`config.mk`:
```
export PLATFORM = sky130hd
export DESIGN_NAME = silence_flag
export DESIGN_NICKNAME = d
export VERILOG_FILES = /design/src/rtl/silence_det_pkg.sv /design/src/rtl/sd_rst_sync.sv /design/src/rtl/sd_run_counter.sv /design/src/rtl/sd_noise_lfsr.sv /design/src/rtl/sd_test_reg.sv /design/src/rtl/silence_flag.sv
export SDC_FILE = /design/constraint.sdc
export NUM_CORES = 1
export LEC_CHECK = 0
export ABC_AREA = 0
export BUFFER_PORTS_ARGS = -buffer_cell sky130_fd_sc_hd__buf_2
export CORE_ASPECT_RATIO = 0.75
export CORE_UTILIZATION = 44
export CTS_BUF_LIST = sky130_fd_sc_hd__clkbuf_4 sky130_fd_sc_hd__clkbuf_8
export DETAILED_ROUTE_END_ITERATION = 10
export GPL_TIMING_DRIVEN = 0
export PLACE_DENSITY = 0.8
export RECOVER_POWER = 100
export SYNTH_ARGS = -nofsm -noshare
export SYNTH_HDL_FRONTEND = slang
export SYNTH_SLANG_ARGS = --single-unit
```
`constraint.sdc`:
```
create_clock -name clk_i -period 3.03 [get_ports clk_i]
set_clock_uncertainty 0.15 [all_clocks]
set_input_delay 0.1515 -clock clk_i [delete_from_list [all_inputs] [get_ports clk_i]]
set_output_delay 0.1515 -clock clk_i [all_outputs]
set_load 0.01 [all_outputs]
```
`src/rtl/silence_det_pkg.sv`:
```
package silence_det_pkg;

  typedef enum logic [0:0] {
    PIN_FLAG  = 1'b0,
    PIN_NOISE = 1'b1
  } pin_src_e;

endpackage

```
`src/rtl/sd_rst_sync.sv`:
```
module sd_rst_sync #(
  parameter int STAGES = 2
) (
  input  logic clk_i,
  input  logic rst_ni,
  output logic rst_no
);

  logic [STAGES-1:0] sync_q;

  always_ff @(posedge clk_i or negedge rst_ni) begin
    if (!rst_ni) sync_q <= '0;
    else         sync_q <= {sync_q[STAGES-2:0], 1'b1};
  end

  assign rst_no = sync_q[STAGES-1];

endmodule

```
`src/rtl/sd_run_counter.sv`:
```
module sd_run_counter #(
  parameter int SAMPLE_W = 24,
  parameter int RUN_LEN  = 1024
) (
  input  logic                clk_i,
  input  logic                rst_ni,
  input  logic                frame_vld_i,
  input  logic [SAMPLE_W-1:0] left_i,
  input  logic [SAMPLE_W-1:0] right_i,
  output logic                silent_o
);

  localparam int CNT_W = $clog2(RUN_LEN + 1);
  localparam logic [CNT_W-1:0] CNT_MAX = CNT_W'(RUN_LEN);

  logic [CNT_W-1:0] cnt_q, cnt_d;
  logic             pair_zero;
  logic             cnt_en;

  assign pair_zero = (left_i == '0) && (right_i == '0);
  assign cnt_en    = frame_vld_i;

  always_comb begin
    cnt_d = cnt_q;
    if (!pair_zero)          cnt_d = '0;
    else if (cnt_q != CNT_MAX) cnt_d = cnt_q + 1'b1;
  end

  always_ff @(posedge clk_i or negedge rst_ni) begin
    if (!rst_ni)     cnt_q <= '0;
    else if (cnt_en) cnt_q <= cnt_d;
  end

  assign silent_o = (cnt_q == CNT_MAX);

  assert_cnt_bound_R4: assert property (@(posedge clk_i) disable iff (!rst_ni)
    cnt_q <= CNT_MAX);

  assert_clear_on_data_R3: assert property (@(posedge clk_i) disable iff (!rst_ni)
    (frame_vld_i && !pair_zero) |=> (cnt_q == '0) && !silent_o);

  assert_idle_hold_R5: assert property (@(posedge clk_i) disable iff (!rst_ni)
    !frame_vld_i |=> $stable(cnt_q));

  assert_stay_silent_R4: assert property (@(posedge clk_i) disable iff (!rst_ni)
    (silent_o && frame_vld_i && pair_zero) |=> silent_o);

  assert_rise_needs_frame_R2: assert property (@(posedge clk_i) disable iff (!rst_ni)
    $rose(silent_o) |-> $past(frame_vld_i));

endmodule

```
`src/rtl/sd_noise_lfsr.sv`:
```
module sd_noise_lfsr #(
  parameter int              LFSR_W   = 24,
  parameter logic [LFSR_W-1:0] SEED     = 24'h000001,
  parameter logic [LFSR_W-1:0] TAP_MASK = 24'hE10000
) (
  input  logic clk_i,
  input  logic rst_ni,
  input  logic step_i,
  output logic bit_o
);

  logic [LFSR_W-1:0] sr_q, sr_d;
  logic              fb;

  assign fb = ^(sr_q & TAP_MASK);

  always_comb begin
    sr_d = {sr_q[LFSR_W-2:0], fb};
  end

  always_ff @(posedge clk_i or negedge rst_ni) begin
    if (!rst_ni)     sr_q <= SEED;
    else if (step_i) sr_q <= sr_d;
  end

  assign bit_o = sr_q[0];

  assert_never_zero_R9: assert property (@(posedge clk_i) disable iff (!rst_ni)
    sr_q != '0);

  assert_hold_when_off_R8: assert property (@(posedge clk_i) disable iff (!rst_ni)
    !step_i |=> $stable(sr_q));

  assert_shift_when_on_R8: assert property (@(posedge clk_i) disable iff (!rst_ni)
    step_i |=> sr_q[LFSR_W-1:1] == $past(sr_q[LFSR_W-2:0]));

endmodule

```
`src/rtl/sd_test_reg.sv`:
```
module sd_test_reg
  import silence_det_pkg::*;
#(
  parameter int ADDR_W     = 9,
  parameter int DATA_W     = 8,
  parameter int REG_ADDR   = 511,
  parameter int NOISE_CODE = 7
) (
  input  logic              clk_i,
  input  logic              rst_ni,
  input  logic              we_i,
  input  logic [ADDR_W-1:0] addr_i,
  input  logic [DATA_W-1:0] wdata_i,
  output pin_src_e          src_o
);

  localparam logic [ADDR_W-1:0] HIT_ADDR = ADDR_W'(REG_ADDR);
  localparam logic [DATA_W-1:0] CODE     = DATA_W'(NOISE_CODE);

  logic [DATA_W-1:0] reg_q, reg_d;
  logic              hit;

  assign hit = we_i && (addr_i == HIT_ADDR);

  always_comb begin
    reg_d = reg_q;
    if (hit) reg_d = wdata_i;
  end

  always_ff @(posedge clk_i or negedge rst_ni) begin
    if (!rst_ni) reg_q <= '0;
    else         reg_q <= reg_d;
  end

  assign src_o = (reg_q == CODE) ? PIN_NOISE : PIN_FLAG;

  assert_miss_hold_R6: assert property (@(posedge clk_i) disable iff (!rst_ni)
    !hit |=> $stable(reg_q));

  assert_hit_load_R6: assert property (@(posedge clk_i) disable iff (!rst_ni)
    hit |=> reg_q == $past(wdata_i));

  assert_code_select_R7: assert property (@(posedge clk_i) disable iff (!rst_ni)
    (hit && (wdata_i != CODE)) |=> src_o == PIN_FLAG);

endmodule

```
`src/rtl/silence_flag.sv`:
```
module silence_flag
  import silence_det_pkg::*;
#(
  parameter int SAMPLE_W   = 24,
  parameter int RUN_LEN    = 1024,
  parameter int ADDR_W     = 9,
  parameter int DATA_W     = 8,
  parameter int TEST_ADDR  = 511,
  parameter int NOISE_CODE = 7,
  parameter int LFSR_W     = 24
) (
  input  logic                clk_i,
  input  logic                rst_ni,
  input  logic                frame_vld_i,
  input  logic [SAMPLE_W-1:0] smp_left_i,
  input  logic [SAMPLE_W-1:0] smp_right_i,
  input  logic                noise_en_i,
  input  logic                cfg_we_i,
  input  logic [ADDR_W-1:0]   cfg_addr_i,
  input  logic [DATA_W-1:0]   cfg_wdata_i,
  output logic                flag_o
);

  logic     rst_n_sync;
  logic     silent;
  logic     noise_bit;
  pin_src_e pin_src;

  sd_rst_sync #(.STAGES(2)) u_rst (
    .clk_i  (clk_i),
    .rst_ni (rst_ni),
    .rst_no (rst_n_sync)
  );

  sd_run_counter #(
    .SAMPLE_W (SAMPLE_W),
    .RUN_LEN  (RUN_LEN)
  ) u_run (
    .clk_i       (clk_i),
    .rst_ni      (rst_n_sync),
    .frame_vld_i (frame_vld_i),
    .left_i      (smp_left_i),
    .right_i     (smp_right_i),
    .silent_o    (silent)
  );

  sd_noise_lfsr #(
    .LFSR_W   (LFSR_W),
    .SEED     (LFSR_W'(1)),
    .TAP_MASK (LFSR_W'(24'hE10000))
  ) u_noise (
    .clk_i  (clk_i),
    .rst_ni (rst_n_sync),
    .step_i (noise_en_i),
    .bit_o  (noise_bit)
  );

  sd_test_reg #(
    .ADDR_W     (ADDR_W),
    .DATA_W     (DATA_W),
    .REG_ADDR   (TEST_ADDR),
    .NOISE_CODE (NOISE_CODE)
  ) u_treg (
    .clk_i   (clk_i),
    .rst_ni  (rst_n_sync),
    .we_i    (cfg_we_i),
    .addr_i  (cfg_addr_i),
    .wdata_i (cfg_wdata_i),
    .src_o   (pin_src)
  );

  always_comb begin
    unique case (pin_src)
      PIN_NOISE: flag_o = noise_bit;
      default:   flag_o = silent;
    endcase
  end

  assert_reset_low_R1: assert property (@(posedge clk_i)
    !rst_n_sync |-> !flag_o);

endmodule

```
==> metrics.cfg <==
[status]
outcome=finished, violations left
violations=max-capacitance violations, max-slew violations

[setup_path]
crit_buf_inv=1
critPathTopFamily=simple AND/OR/NAND/NOR gates
required_ns=2.73
r2r_setup_slack_ns=1.16
path_cells=nor4_1 -> nand4_1 -> a21oi_1 -> a31o_2 -> clkbuf_1
cp_slowest_stage_delay_ns=0.47
crit_path_max_fanout=8
cp-start-kind=flip-flop
critPathSlowestCell=dfrtp_1
endpoint_kind=output port
arrival_ns=1.79
path_class=reg2out

[yosys]
yosys_warnings=0
yosys.cell_count.top_type=dfrtp_1
synth_top_area_cell=dfrtp_1
synth_top_family_by_area=multiplexers
synth_edf_count=0
synth-simple-area-share=0.159
netlist_top_cells_area=dfrtp_1 51%, mux2_2 16%, nor4_1 5.0%, a41oi_1 2.0%, nand4_1 2.0%
synth_flop_cell=dfrtp_1
synth_cell_type_count=39
yosys-top-cells-count=44 x dfrtp_1, 31 x mux2_2, 17 x nor4_1, 8 x inv_1
netlist_area_um2=2140
synth-seq-area-share=0.526
synth.avg_cell_area_um2=12.2
syn_inst=176
synth_compound_area_frac=0.0859
synth_top_area_share=0.514
synth-seq-cells=45
synthAdderAreaFrac=0.0117
synth_xor_area_frac=0.0123
synth_mux_area_frac=0.172
synthArstFlopShare=1.00
syn_nets=248

[routing]
drc=0
dr.pass1.iters=4
ant_nets=0
drt-total-wl_um=4190
routed_via_density=5.33
num_vias=1701
wl_per_cell_um=13.1
drt_iter0_markers=94

[worst_hold_path]
hold_path_class=in2reg

[power_and_ir_drop]
ir_drop_v=0.000407
p_per_area_nw_per_um2=584
p_leak_nw=1.23

[timing]
slew_violations=44
slew_headroom=-0.0823
max_freq_mhz=477
rsz0062_at_grt=false
timing.final.hold_violations=0
setup_viol=0
finalCritPeriodShare=0.692
finalCriticalPeriod_ns=2.10
fin_setup_tns_ns=0
worstMarginPinSlew_ns=1.62

[grt]
grt_max_degree=44
grt_antenna_before_repair=0
grt_first_pass_wirelength_um=7400
grt_pass1_vias=1706
overflow=0
grt_usage=0.190

[finish]
ff_latch_area_um2=1130
areaGrowthSynthToFinish_pct=28.2
multi_input_area_um2=930
antenna-diode-count=0
layout-drive-gt1-share=0.435
fin_area_um2=2750
fillers=397
nets=333
fin_util=0.601

[clocking]
cts_buffers=5
clock-sinks=45
htree_levels=2
cts_tree=built
root_buffer=clkbuf_8
clkTransAtPathRegs_ns=0.09
cts-resized-gates=0
clk_latency_ns=0.30
clockBufferDepth=2

[die]
io_pins=71
rows=21
die_y_um=62.4
start_util=0.469
die_w_um=82.6
die_area_um2=5150
placeableCoreArea_um2=4570

[job]
cap_violations=1

[place]
placed_area_um2=2550
port_buffers=68
hpwl_um=3060
gp_congestion=0.842

==> cells in the final DEF (no fill, tap or decap), types with 2 or more instances in the layout <==
master | Yosys | routed
o21ai_0 | 2 | 2
inv_1 | 8 | 8
nor4_1 | 17 | 17
mux2i_1 | 2 | 2
and2_1 | 2 | 2
a21oi_1 | 2 | 2
nand3_1 | 7 | 7
xnor2_1 | 3 | 3
mux2_2 | 31 | 31
nor3_1 | 1 | 2
clkbuf_1 | 1 | 5
dlygate4sd3_1 | 0 | 10
ha_1 | 2 | 2
nor2b_1 | 2 | 2
nand2_1 | 3 | 3
nand4_1 | 7 | 8
clkbuf_8 | 0 | 5
o2bb2ai_1 | 2 | 2
o22ai_1 | 4 | 4
o31ai_1 | 2 | 2
and4_1 | 4 | 4
nor2_1 | 4 | 4
a41oi_1 | 5 | 5
buf_2 | 4 | 70
dfrtp_1 | 44 | 44
==> path summary, 6_finish.rpt <==
kind | end | depth (start not counted) | start
worst max-delay path | flag_o | 5 | u_run.cnt_q[4]
worst min-delay path | u_run.cnt_q[0] | 3 | frame_vld_i
min in group asynchronous | u_noise.sr_q[9] | 0 | u_rst.sync_q[1]
worst min register to register | u_rst.sync_q[1] | 0 | u_rst.sync_q[0]
max in group asynchronous | u_noise.sr_q[13] | 0 | u_rst.sync_q[1]
worst max register to register | u_run.cnt_q[9] | 4 | u_run.cnt_q[4]
==> state kept, by name (all words and copies together), names as in the netlist <==
| signal | count |
|---|---|
| u_run.cnt_q | 11 |
| u_treg.reg_q | 8 |
| u_noise.sr_q | 24 |
| u_rst.sync_q | 2 |
==> stage by stage <==
step           setup WS (ns)  hold slack [ns]  power, W  cells
3_3_place_gp            1.10           -0.212   0.00113    301
2_1_floorplan           1.38           -0.294   0.00105    176
5_1_grt                0.812           0.0764   0.00170    319
6_report               0.934           0.0848   0.00160    319
3_5_place_dp            1.24           -0.211   0.00116    301
4_1_cts                0.911           0.0709   0.00162    319
==> what timing repair did <==
action,in CTS,in global routing
hold buffers,10,0
endpoints found under the hold margin,10,0
setup buffers,0,0
==> power breakdown <==
part	internal, W	switching [W]
combinational	0.000198	0.0000898
sequential	0.000767	0.0000973
clock	0.000247	0.000204
==> worst register-to-register path, delay by kind of cell (launching register included) <==
| kind | cells | cell delay, ns |
|---|---|---|
| DFF | 1 | 0.48 |
| AOI/OAI and AO/OA | 2 | 0.31 |
| and+or+nand+nor | 2 | 0.81 |
==> per-layer routing <==
layer,GRT usage,up-vias,routed length [um]
met1,0.252,808,1930
met3,0.0628,5,216
met2,0.296,46,2010
met4,0.0517,0,33
met5,0,-,0
li1,-,842,-
==> cells by family after synthesis <==
family,after synthesis
xor gates and xnor gates,3
muxes,33
buffers and inverters,16
other,1
adders and majority gates,2
and+or+nand+nor,53
AOI/OAI and AO/OA,23
DFF,45
==> final cells by class <==
cell class,count,area share
Sequential cell,45,0.410
Multi-Input combinational cell,115,0.338
Timing Repair Buffer,78,0.160
Tap cell,57,0.0260
Clock buffer,5,0.0251
Clock inverter,3,0.0169
Inverter,9,0.0123
Buffer,7,0.0109
Power figures use the tool's default switching activity.
